## src/rtl/mch_pkg.sv

```systemverilog
package mch_pkg;
  typedef enum logic [1:0] {ST_IDLE, ST_HRD, ST_HWR, ST_IGN} hst_e;

  localparam logic [2:0] OFF_FIFO = 3'd0;
  localparam logic [2:0] OFF_MCR  = 3'd4;
  localparam logic [2:0] OFF_MSR  = 3'd6;
  localparam int         MCR_LOOP = 4;
endpackage

```

## src/rtl/mch_strobe_filter.sv

```systemverilog
module mch_strobe_filter (
  input  logic clk,
  input  logic rst,
  input  logic lo_i,
  output logic go_o,
  output logic smp_o
);
  logic [1:0] smp_q;

  always_ff @(posedge clk) begin
    if (rst) smp_q <= '0;
    else     smp_q <= {smp_q[0], lo_i};
  end

  assign go_o  = &smp_q;
  assign smp_o = smp_q[0];

  // qualification needs two low samples in a row
  p_two_samples_r1: assert property (@(posedge clk) disable iff (rst)
    go_o |-> ($past(lo_i) && $past(lo_i, 2)));
endmodule

```

## src/rtl/mch_slot_ctr.sv

```systemverilog
module mch_slot_ctr #(
  parameter int NUM_CH = 4,
  parameter int CH_W   = 2
) (
  input  logic            clk,
  input  logic            rst,
  output logic [CH_W-1:0] slot_o
);
  localparam logic [CH_W-1:0] LAST = CH_W'(NUM_CH - 1);

  always_ff @(posedge clk) begin
    if (rst)                slot_o <= '0;
    else if (slot_o == LAST) slot_o <= '0;
    else                    slot_o <= slot_o + 1'b1;
  end

  p_slot_wrap_r3: assert property (@(posedge clk) disable iff (rst)
    (slot_o == LAST) |=> (slot_o == '0));
  p_slot_step_r3: assert property (@(posedge clk) disable iff (rst)
    (slot_o != LAST) |=> (slot_o == $past(slot_o) + 1'b1));
endmodule

```

## src/rtl/mch_reg_bank.sv

```systemverilog
module mch_reg_bank import mch_pkg::*; #(
  parameter int NUM_CH   = 4,
  parameter int CH_W     = 2,
  parameter int DATA_W   = 8,
  parameter int LOOP_DLY = 12,
  localparam int DEPTH   = (1 << CH_W) * 8,
  localparam int CNT_W   = $clog2(LOOP_DLY + 1)
) (
  input  logic              clk,
  input  logic              rst,
  input  logic              rd_en,
  input  logic [CH_W-1:0]   rd_ch,
  input  logic [2:0]        rd_off,
  output logic [DATA_W-1:0] rd_q,
  input  logic              wr_en,
  input  logic [CH_W-1:0]   wr_ch,
  input  logic [2:0]        wr_off,
  input  logic [DATA_W-1:0] wr_dat
);
  logic [DATA_W-1:0] mem [DEPTH];
  logic [DATA_W-1:0] msr [1 << CH_W];
  logic              lp_pend;
  logic [CNT_W-1:0]  lp_cnt;
  logic [CH_W-1:0]   lp_ch;
  logic [DATA_W-1:0] lp_val, lp_next;

  // plain registers: one write port, one registered read port
  always_ff @(posedge clk) begin
    if (wr_en && wr_off != OFF_MSR) mem[{wr_ch, wr_off}] <= wr_dat;
  end

  always_ff @(posedge clk) begin
    if (rd_en) rd_q <= (rd_off == OFF_MSR) ? msr[rd_ch] : mem[{rd_ch, rd_off}];
  end

  always_comb begin
    lp_next = '0;
    if (wr_dat[MCR_LOOP]) lp_next[7:4] = {wr_dat[3], wr_dat[2], wr_dat[0], wr_dat[1]};
  end

  // modem status follows modem control after a fixed delay
  always_ff @(posedge clk) begin
    if (rst) begin
      lp_pend <= 1'b0;
      lp_cnt  <= '0;
      lp_ch   <= '0;
      lp_val  <= '0;
      for (int i = 0; i < (1 << CH_W); i++) msr[i] <= '0;
    end else if (wr_en && wr_off == OFF_MCR) begin
      lp_pend <= 1'b1;
      lp_cnt  <= CNT_W'(LOOP_DLY);
      lp_ch   <= wr_ch;
      lp_val  <= lp_next;
    end else if (lp_pend) begin
      if (lp_cnt == '0) begin
        msr[lp_ch] <= lp_val;
        lp_pend    <= 1'b0;
      end else begin
        lp_cnt <= lp_cnt - 1'b1;
      end
    end
  end

  p_msr_low_zero_r7: assert property (@(posedge clk) disable iff (rst)
    (rd_en && rd_off == OFF_MSR) |=> (rd_q[3:0] == 4'h0));
endmodule

```

## src/rtl/mch_host_if.sv

```systemverilog
module mch_host_if import mch_pkg::*; #(
  parameter int  NUM_CH  = 4,
  parameter int  DATA_W  = 8,
  localparam int CH_W    = (NUM_CH > 1) ? $clog2(NUM_CH) : 1,
  localparam int ADDR_W  = CH_W + 3
) (
  input  logic              clk,
  input  logic              rst,
  input  logic              cs_n,
  input  logic              rd_n,
  input  logic              wr_n,
  input  logic [ADDR_W-1:0] addr,
  input  logic [DATA_W-1:0] wdata,
  output logic [DATA_W-1:0] rdata,
  output logic              rdata_oe,
  output logic              busy,
  output logic              viol
);
  localparam int GAP_W = $clog2(8 * NUM_CH + 4) + 1;
  localparam logic [GAP_W-1:0] GAP_MAX  = '1;
  localparam logic [GAP_W-1:0] WIN_STD  = GAP_W'(3 * NUM_CH + 3);
  localparam logic [GAP_W-1:0] WIN_LOOP = GAP_W'(8 * NUM_CH + 3);
  localparam logic [GAP_W-1:0] WIN_FIFO = GAP_W'(4);
  localparam logic [CH_W:0]    AGE_LIM  = (CH_W + 1)'(NUM_CH);

  logic rd_lo, wr_lo, rd_go, wr_go, rd_smp, wr_smp;
  logic [CH_W-1:0] slot, cur_ch, last_ch, p_ch;
  logic [2:0] cur_off, p_off;
  logic [DATA_W-1:0] p_dat, bank_q;
  logic [GAP_W-1:0] gap, req, win_last;
  logic [CH_W:0] age;
  hst_e st;
  logic want, is_rd, new_fifo, acc, commit, pend;
  logic last_ok, last_rd, last_fifo, last_loopw;

  assign rd_lo = ~cs_n & ~rd_n;
  assign wr_lo = ~cs_n & ~wr_n;

  mch_strobe_filter u_rdf (.clk(clk), .rst(rst), .lo_i(rd_lo), .go_o(rd_go), .smp_o(rd_smp));
  mch_strobe_filter u_wrf (.clk(clk), .rst(rst), .lo_i(wr_lo), .go_o(wr_go), .smp_o(wr_smp));
  mch_slot_ctr #(.NUM_CH(NUM_CH), .CH_W(CH_W)) u_slot (.clk(clk), .rst(rst), .slot_o(slot));

  assign cur_ch   = addr[ADDR_W-1:3];
  assign cur_off  = addr[2:0];
  assign want     = (st == ST_IDLE) && (rd_go || wr_go);
  assign is_rd    = rd_go;
  assign new_fifo = (cur_off == OFF_FIFO);

  // recovery requirement for the pair (last accepted, this one)
  always_comb begin
    req = WIN_STD;
    if (last_ok) begin
      if (is_rd && new_fifo && last_rd && last_fifo && last_ch == cur_ch) req = WIN_FIFO;
      else if (!is_rd && new_fifo && !last_rd && last_fifo)               req = WIN_FIFO;
      else if (is_rd && cur_off == OFF_MSR && last_loopw)                 req = WIN_LOOP;
    end
  end

  assign acc      = want && (gap >= req);
  assign commit   = pend && (slot == p_ch);
  assign win_last = last_loopw ? WIN_LOOP : WIN_STD;

  always_ff @(posedge clk) begin
    if (rst) begin
      st         <= ST_IDLE;
      gap        <= GAP_MAX;
      viol       <= 1'b0;
      last_ok    <= 1'b0;
      last_rd    <= 1'b0;
      last_fifo  <= 1'b0;
      last_loopw <= 1'b0;
      last_ch    <= '0;
    end else begin
      if (want) gap <= '0;
      else if (!rd_lo && !wr_lo && gap != GAP_MAX) gap <= gap + 1'b1;

      case (st)
        ST_IDLE: if (want) st <= acc ? (is_rd ? ST_HRD : ST_HWR) : ST_IGN;
        ST_HRD:  if (!rd_smp) st <= ST_IDLE;
        ST_HWR:  if (!wr_smp) st <= ST_IDLE;
        default: if (!rd_smp && !wr_smp) st <= ST_IDLE;
      endcase

      if (want && !acc) viol <= 1'b1;

      if (acc) begin
        last_ok    <= 1'b1;
        last_rd    <= is_rd;
        last_fifo  <= new_fifo;
        last_loopw <= !is_rd && cur_off == OFF_MCR && wdata[MCR_LOOP];
        last_ch    <= cur_ch;
      end
    end
  end

  // a write waits for its channel's slot
  always_ff @(posedge clk) begin
    if (rst) begin
      pend  <= 1'b0;
      age   <= '0;
      p_ch  <= '0;
      p_off <= '0;
      p_dat <= '0;
    end else if (acc && !is_rd) begin
      pend  <= 1'b1;
      age   <= '0;
      p_ch  <= cur_ch;
      p_off <= cur_off;
      p_dat <= wdata;
    end else if (commit) begin
      pend <= 1'b0;
    end else if (pend) begin
      age <= age + 1'b1;
    end
  end

  mch_reg_bank #(.NUM_CH(NUM_CH), .CH_W(CH_W), .DATA_W(DATA_W), .LOOP_DLY(3 * NUM_CH)) u_bank (
    .clk(clk), .rst(rst),
    .rd_en(acc && is_rd), .rd_ch(cur_ch), .rd_off(cur_off), .rd_q(bank_q),
    .wr_en(commit), .wr_ch(p_ch), .wr_off(p_off), .wr_dat(p_dat)
  );

  assign rdata_oe = (st == ST_HRD) && rd_lo;
  assign rdata    = rdata_oe ? bank_q : '0;
  assign busy     = (st != ST_IDLE) || (gap < win_last);

  p_commit_bound_r3: assert property (@(posedge clk) disable iff (rst)
    pend |-> (age < AGE_LIM));
  p_viol_sticky_r9: assert property (@(posedge clk) disable iff (rst)
    viol |=> viol);
  p_busy_after_strobe_r8: assert property (@(posedge clk) disable iff (rst)
    want |=> busy);
  p_ignored_no_pend_r9: assert property (@(posedge clk) disable iff (rst)
    (want && !acc && !pend) |=> !pend);
endmodule

```

## config.mk

```make
export PLATFORM = sky130hd
export DESIGN_NAME = mch_host_if
export DESIGN_NICKNAME = d
export VERILOG_FILES = /design/src/rtl/mch_pkg.sv /design/src/rtl/mch_strobe_filter.sv /design/src/rtl/mch_slot_ctr.sv /design/src/rtl/mch_reg_bank.sv /design/src/rtl/mch_host_if.sv
export SDC_FILE = /design/constraint.sdc
export NUM_CORES = 1
export LEC_CHECK = 0
export ABC_AREA = 1
export BUFFER_PORTS_ARGS = -buffer_cell sky130_fd_sc_hd__buf_4
export CAP_MARGIN = 15
export CORE_MARGIN = 5
export CORE_UTILIZATION = 67
export DETAILED_ROUTE_END_ITERATION = 16
export PLACE_DENSITY = 0.84
export REMOVE_ABC_BUFFERS = 1
export SLEW_MARGIN = 10
export SYNTH_ARGS = -nofsm -noshare
export SYNTH_HDL_FRONTEND = slang
export SYNTH_SLANG_ARGS = --single-unit
export TNS_END_PERCENT = 5
```

## constraint.sdc

```tcl
create_clock -name clk -period 6.7 [get_ports clk]
set_clock_uncertainty 0.05 [all_clocks]
set_input_delay 1.34 -clock clk [delete_from_list [all_inputs] [get_ports clk]]
set_output_delay 1.34 -clock clk [all_outputs]
set_load 0.01 [all_outputs]
```

==> impl_metrics.toml <==
[run_status]
status = "finished, final reports clean"

[timing]
hold_viol_final = 0
setup_tns_ns = 0
max_clock_freq_mhz = 254.8
period_share = 0.5857
rsz0062_at_grt = "no"
setup_viol = 0
maxSlewViolCount = 0
worst_slack_ns = 2.776
tightest_slew_ns = 1.276
fin_crit_ns = 3.924
maxSlewHeadroom = 0.1429

[detailed_routing]
wl_mm = 33.39
viasPerCell = 5.872
drt_pre_antenna_iters = 6
ant_nets = 0
first_iter_violations = 1212
vias = 10123
post-route-drc-count = 0
post_drt_wl_per_cell_um = 19.37

[synth]
yosysMostFrequentCell = "edfxtp_1"
ys_types = 46
synthTopCellsByCount = "edfxtp_1, nand2_1, nand3_1, inv_1, nor2_1"
syn_area_um2 = 14330
synth_ff_type = "edfxtp_1"
synth_seq_cells = 327
yosysTopAreaCell = "edfxtp_1"
synth.top_cell.area_share = 0.5867
synth_edf_count = 280
yosys_warnings = 0
syn_inst = 1387
yosysSeqAreaShare = 0.6523
synthTopCellsByArea = "edfxtp_1, dfxtp_1, nand3_1, nand2_1, inv_1"
async_reset_ff_frac = 0
avgSynthCellArea_um2 = 10.33

[cells_and_area]
fin_nets = 1459
area_growth_pct = 10.78
drive_gt1_frac = 0.08972
n_antenna_cell = 0

[grt]
overflow = 0
grt_max_degree = 99
grt_pass1_wl_mm = 52.31
antenna_found_initial = 0
grt_util_all_layers = 0.2756
grt_pass1_vias = 10049

[cts]
cts_root_buf = "clkbuf_16"
numCtsBuffers = 34
ctsResizeCount = 0
cts.reportedPaths.clkPinSlew_ns = 0.06
cts_buffer_depth = 3
hold_buffers = 0
insertion_delay_ns = 0.51
post_cts_buffers = 0
tritoncts = "built"
htreeDepth = 2
cts.sinks = 327

[placement]
place_ws_ns = 2.346
numPortBuffers = 28
dp_hpwl_mm = 19.68
place_congestion = 0.8795

[critical_path]
critPathSlowestCell = "inv_2"
cp_cell_sequence = "buf_4 > inv_2 > nor3_4 > nand3_1 > nor2_2 > inv_2 > ha_1 > nand2_2 > nor2_1 > o21ai_0 > nand2_2 > nand3_1 > inv_1"
worst-setup-path-type = "primary input to flop"
worstPathArrival_ns = 4.05
worstPathMaxFanout = 35
critPathMaxStageDelay_ns = 0.43
cp.required_ns = 6.82
critPathLaunchType = "primary input"
critPathCaptureType = "flop"

[die]
dieArea_um2 = 24410
fp.dieH_um = 156.3
core_region_area_um2 = 21020
ios = 29
die_w_um = 156.3
start_util = 0.6817
std_cell_rows = 53

[power_and_ir_drop]
combPwrFrac = 0.084
total_power_mw = 4.628
max-vdd-ir-drop_mv = 0.2949
swShare = 0.2262
power.density_nw_per_um2 = 291.5
pwr-share-seq = 0.490
p_leak_nw = 6.372
pwr-share-clk = 0.425
p_int_mw = 3.582
switchingPower_mw = 1.047

[worst_hold_path]
hold_path.class = "flop to flop"

[run]
drv_cap = 0
## final cells by class
cell class	count	area, µm²
multi-input combinational	845	4036
sequential	327	9350
clock inverter	10	150.1
fill	1348	5145
tap	275	344.1
clock buffer	49	1031
inverter	179	671.9
timing repair buffer	39	292.8
## path summary, 6_finish.rpt
kind              slack, ns  startpoint  cells past startpoint                 to
hold / removal         0.42        pend                      2               pend
setup reg to reg       4.05     p_ch[0]                      6  u_bank.mem[31][7]
hold reg to reg        0.42        pend                      2               pend
setup / recovery       2.78     addr[2]                     13     u_bank.rd_q[2]
## critical path, delay by kind of cell
family	cells	cell delay (ns)
simple gates	7	1.11
compound gates	1	0.10
fa+ha+maj	1	0.28
buf+inv	4	1.18
## routing by layer
layer | vias to the layer above | share of wire | GRT usage
li1 | 4700 | - | -
met2 | 555 | 0.50 | 0.4753
met1 | 4769 | 0.36 | 0.3458
met5 | - | 0 | 0
met3 | 99 | 0.10 | 0.04950
met4 | 0 | 0.040 | 0.1153
## power by group through the flow
stage	registers (mW)	logic, mW	clock network, mW
after CTS	2.27	0.386	1.98
after global placement	2.31	0.360	0
after global routing	2.27	0.437	2.07
after floorplan	2.30	0.243	0
after detailed placement	2.31	0.379	0
final	2.27	0.391	1.97
## registers in the layout, indices dropped and copies added, names as in the netlist, 2 cells and up
name           flops
u_wrf.smp_q        2
u_bank.lp_cnt      4
last_ch            2
st                 2
u_bank.lp_val      4
u_bank.msr        16
p_dat              8
u_bank.mem       256
u_bank.rd_q        8
gap                7
p_off              3
p_ch               2
u_slot.slot_o      2
u_bank.lp_ch       2
u_rdf.smp_q        2
## cell families (layout without fill, tap and decap cells)
group | Yosys count | after routing | synth area share
simple gates | 653 | 653 | 0.2004
flops | 327 | 327 | 0.6523
buf+inv | 246 | 277 | 0.07447
compound gates | 140 | 140 | 0.05588
fa+ha+maj | 15 | 15 | 0.01310
xor+xnor | 5 | 5 | 0.003580
other cells | 1 | 32 | 0.0002617
## stage by stage
step / utilization / instances / hold WS (ns) / instance area (µm²)
final: 0.7553 / 1724 / 0.4160 / 15880
after global placement: 0.6988 / 1665 / 0.4026 / 14690
after global routing: 0.7553 / 1724 / 0.4466 / 15880
after floorplan: - / 1351 / 0.3859 / 14050
after detailed placement: 0.6988 / 1665 / 0.4060 / 14690
after CTS: 0.7550 / 1724 / 0.4148 / 15870
## layout by cell type, fill, tap and decap left out, drive strengths merged, types with 2 or more instances in the layout
cell | netlist | layout
o21bai | 3 | 3
buf | 53 | 39
dfxtp | 47 | 47
o22ai | 8 | 8
nand4 | 8 | 8
a31oi | 2 | 2
ha | 15 | 15
o21ai | 67 | 67
or2 | 25 | 25
nor3 | 22 | 22
bufinv | 0 | 4
o211ai | 23 | 23
nand3 | 187 | 187
nor3b | 2 | 2
xnor2 | 2 | 2
inv | 177 | 177
nand2 | 242 | 242
clkinv | 2 | 8
conb | 1 | 32
a21oi | 33 | 33
xor2 | 3 | 3
nor2 | 166 | 166
clkbuf | 14 | 49
edfxtp | 280 | 280
Note: power is estimated with default switching activity, not from simulation.
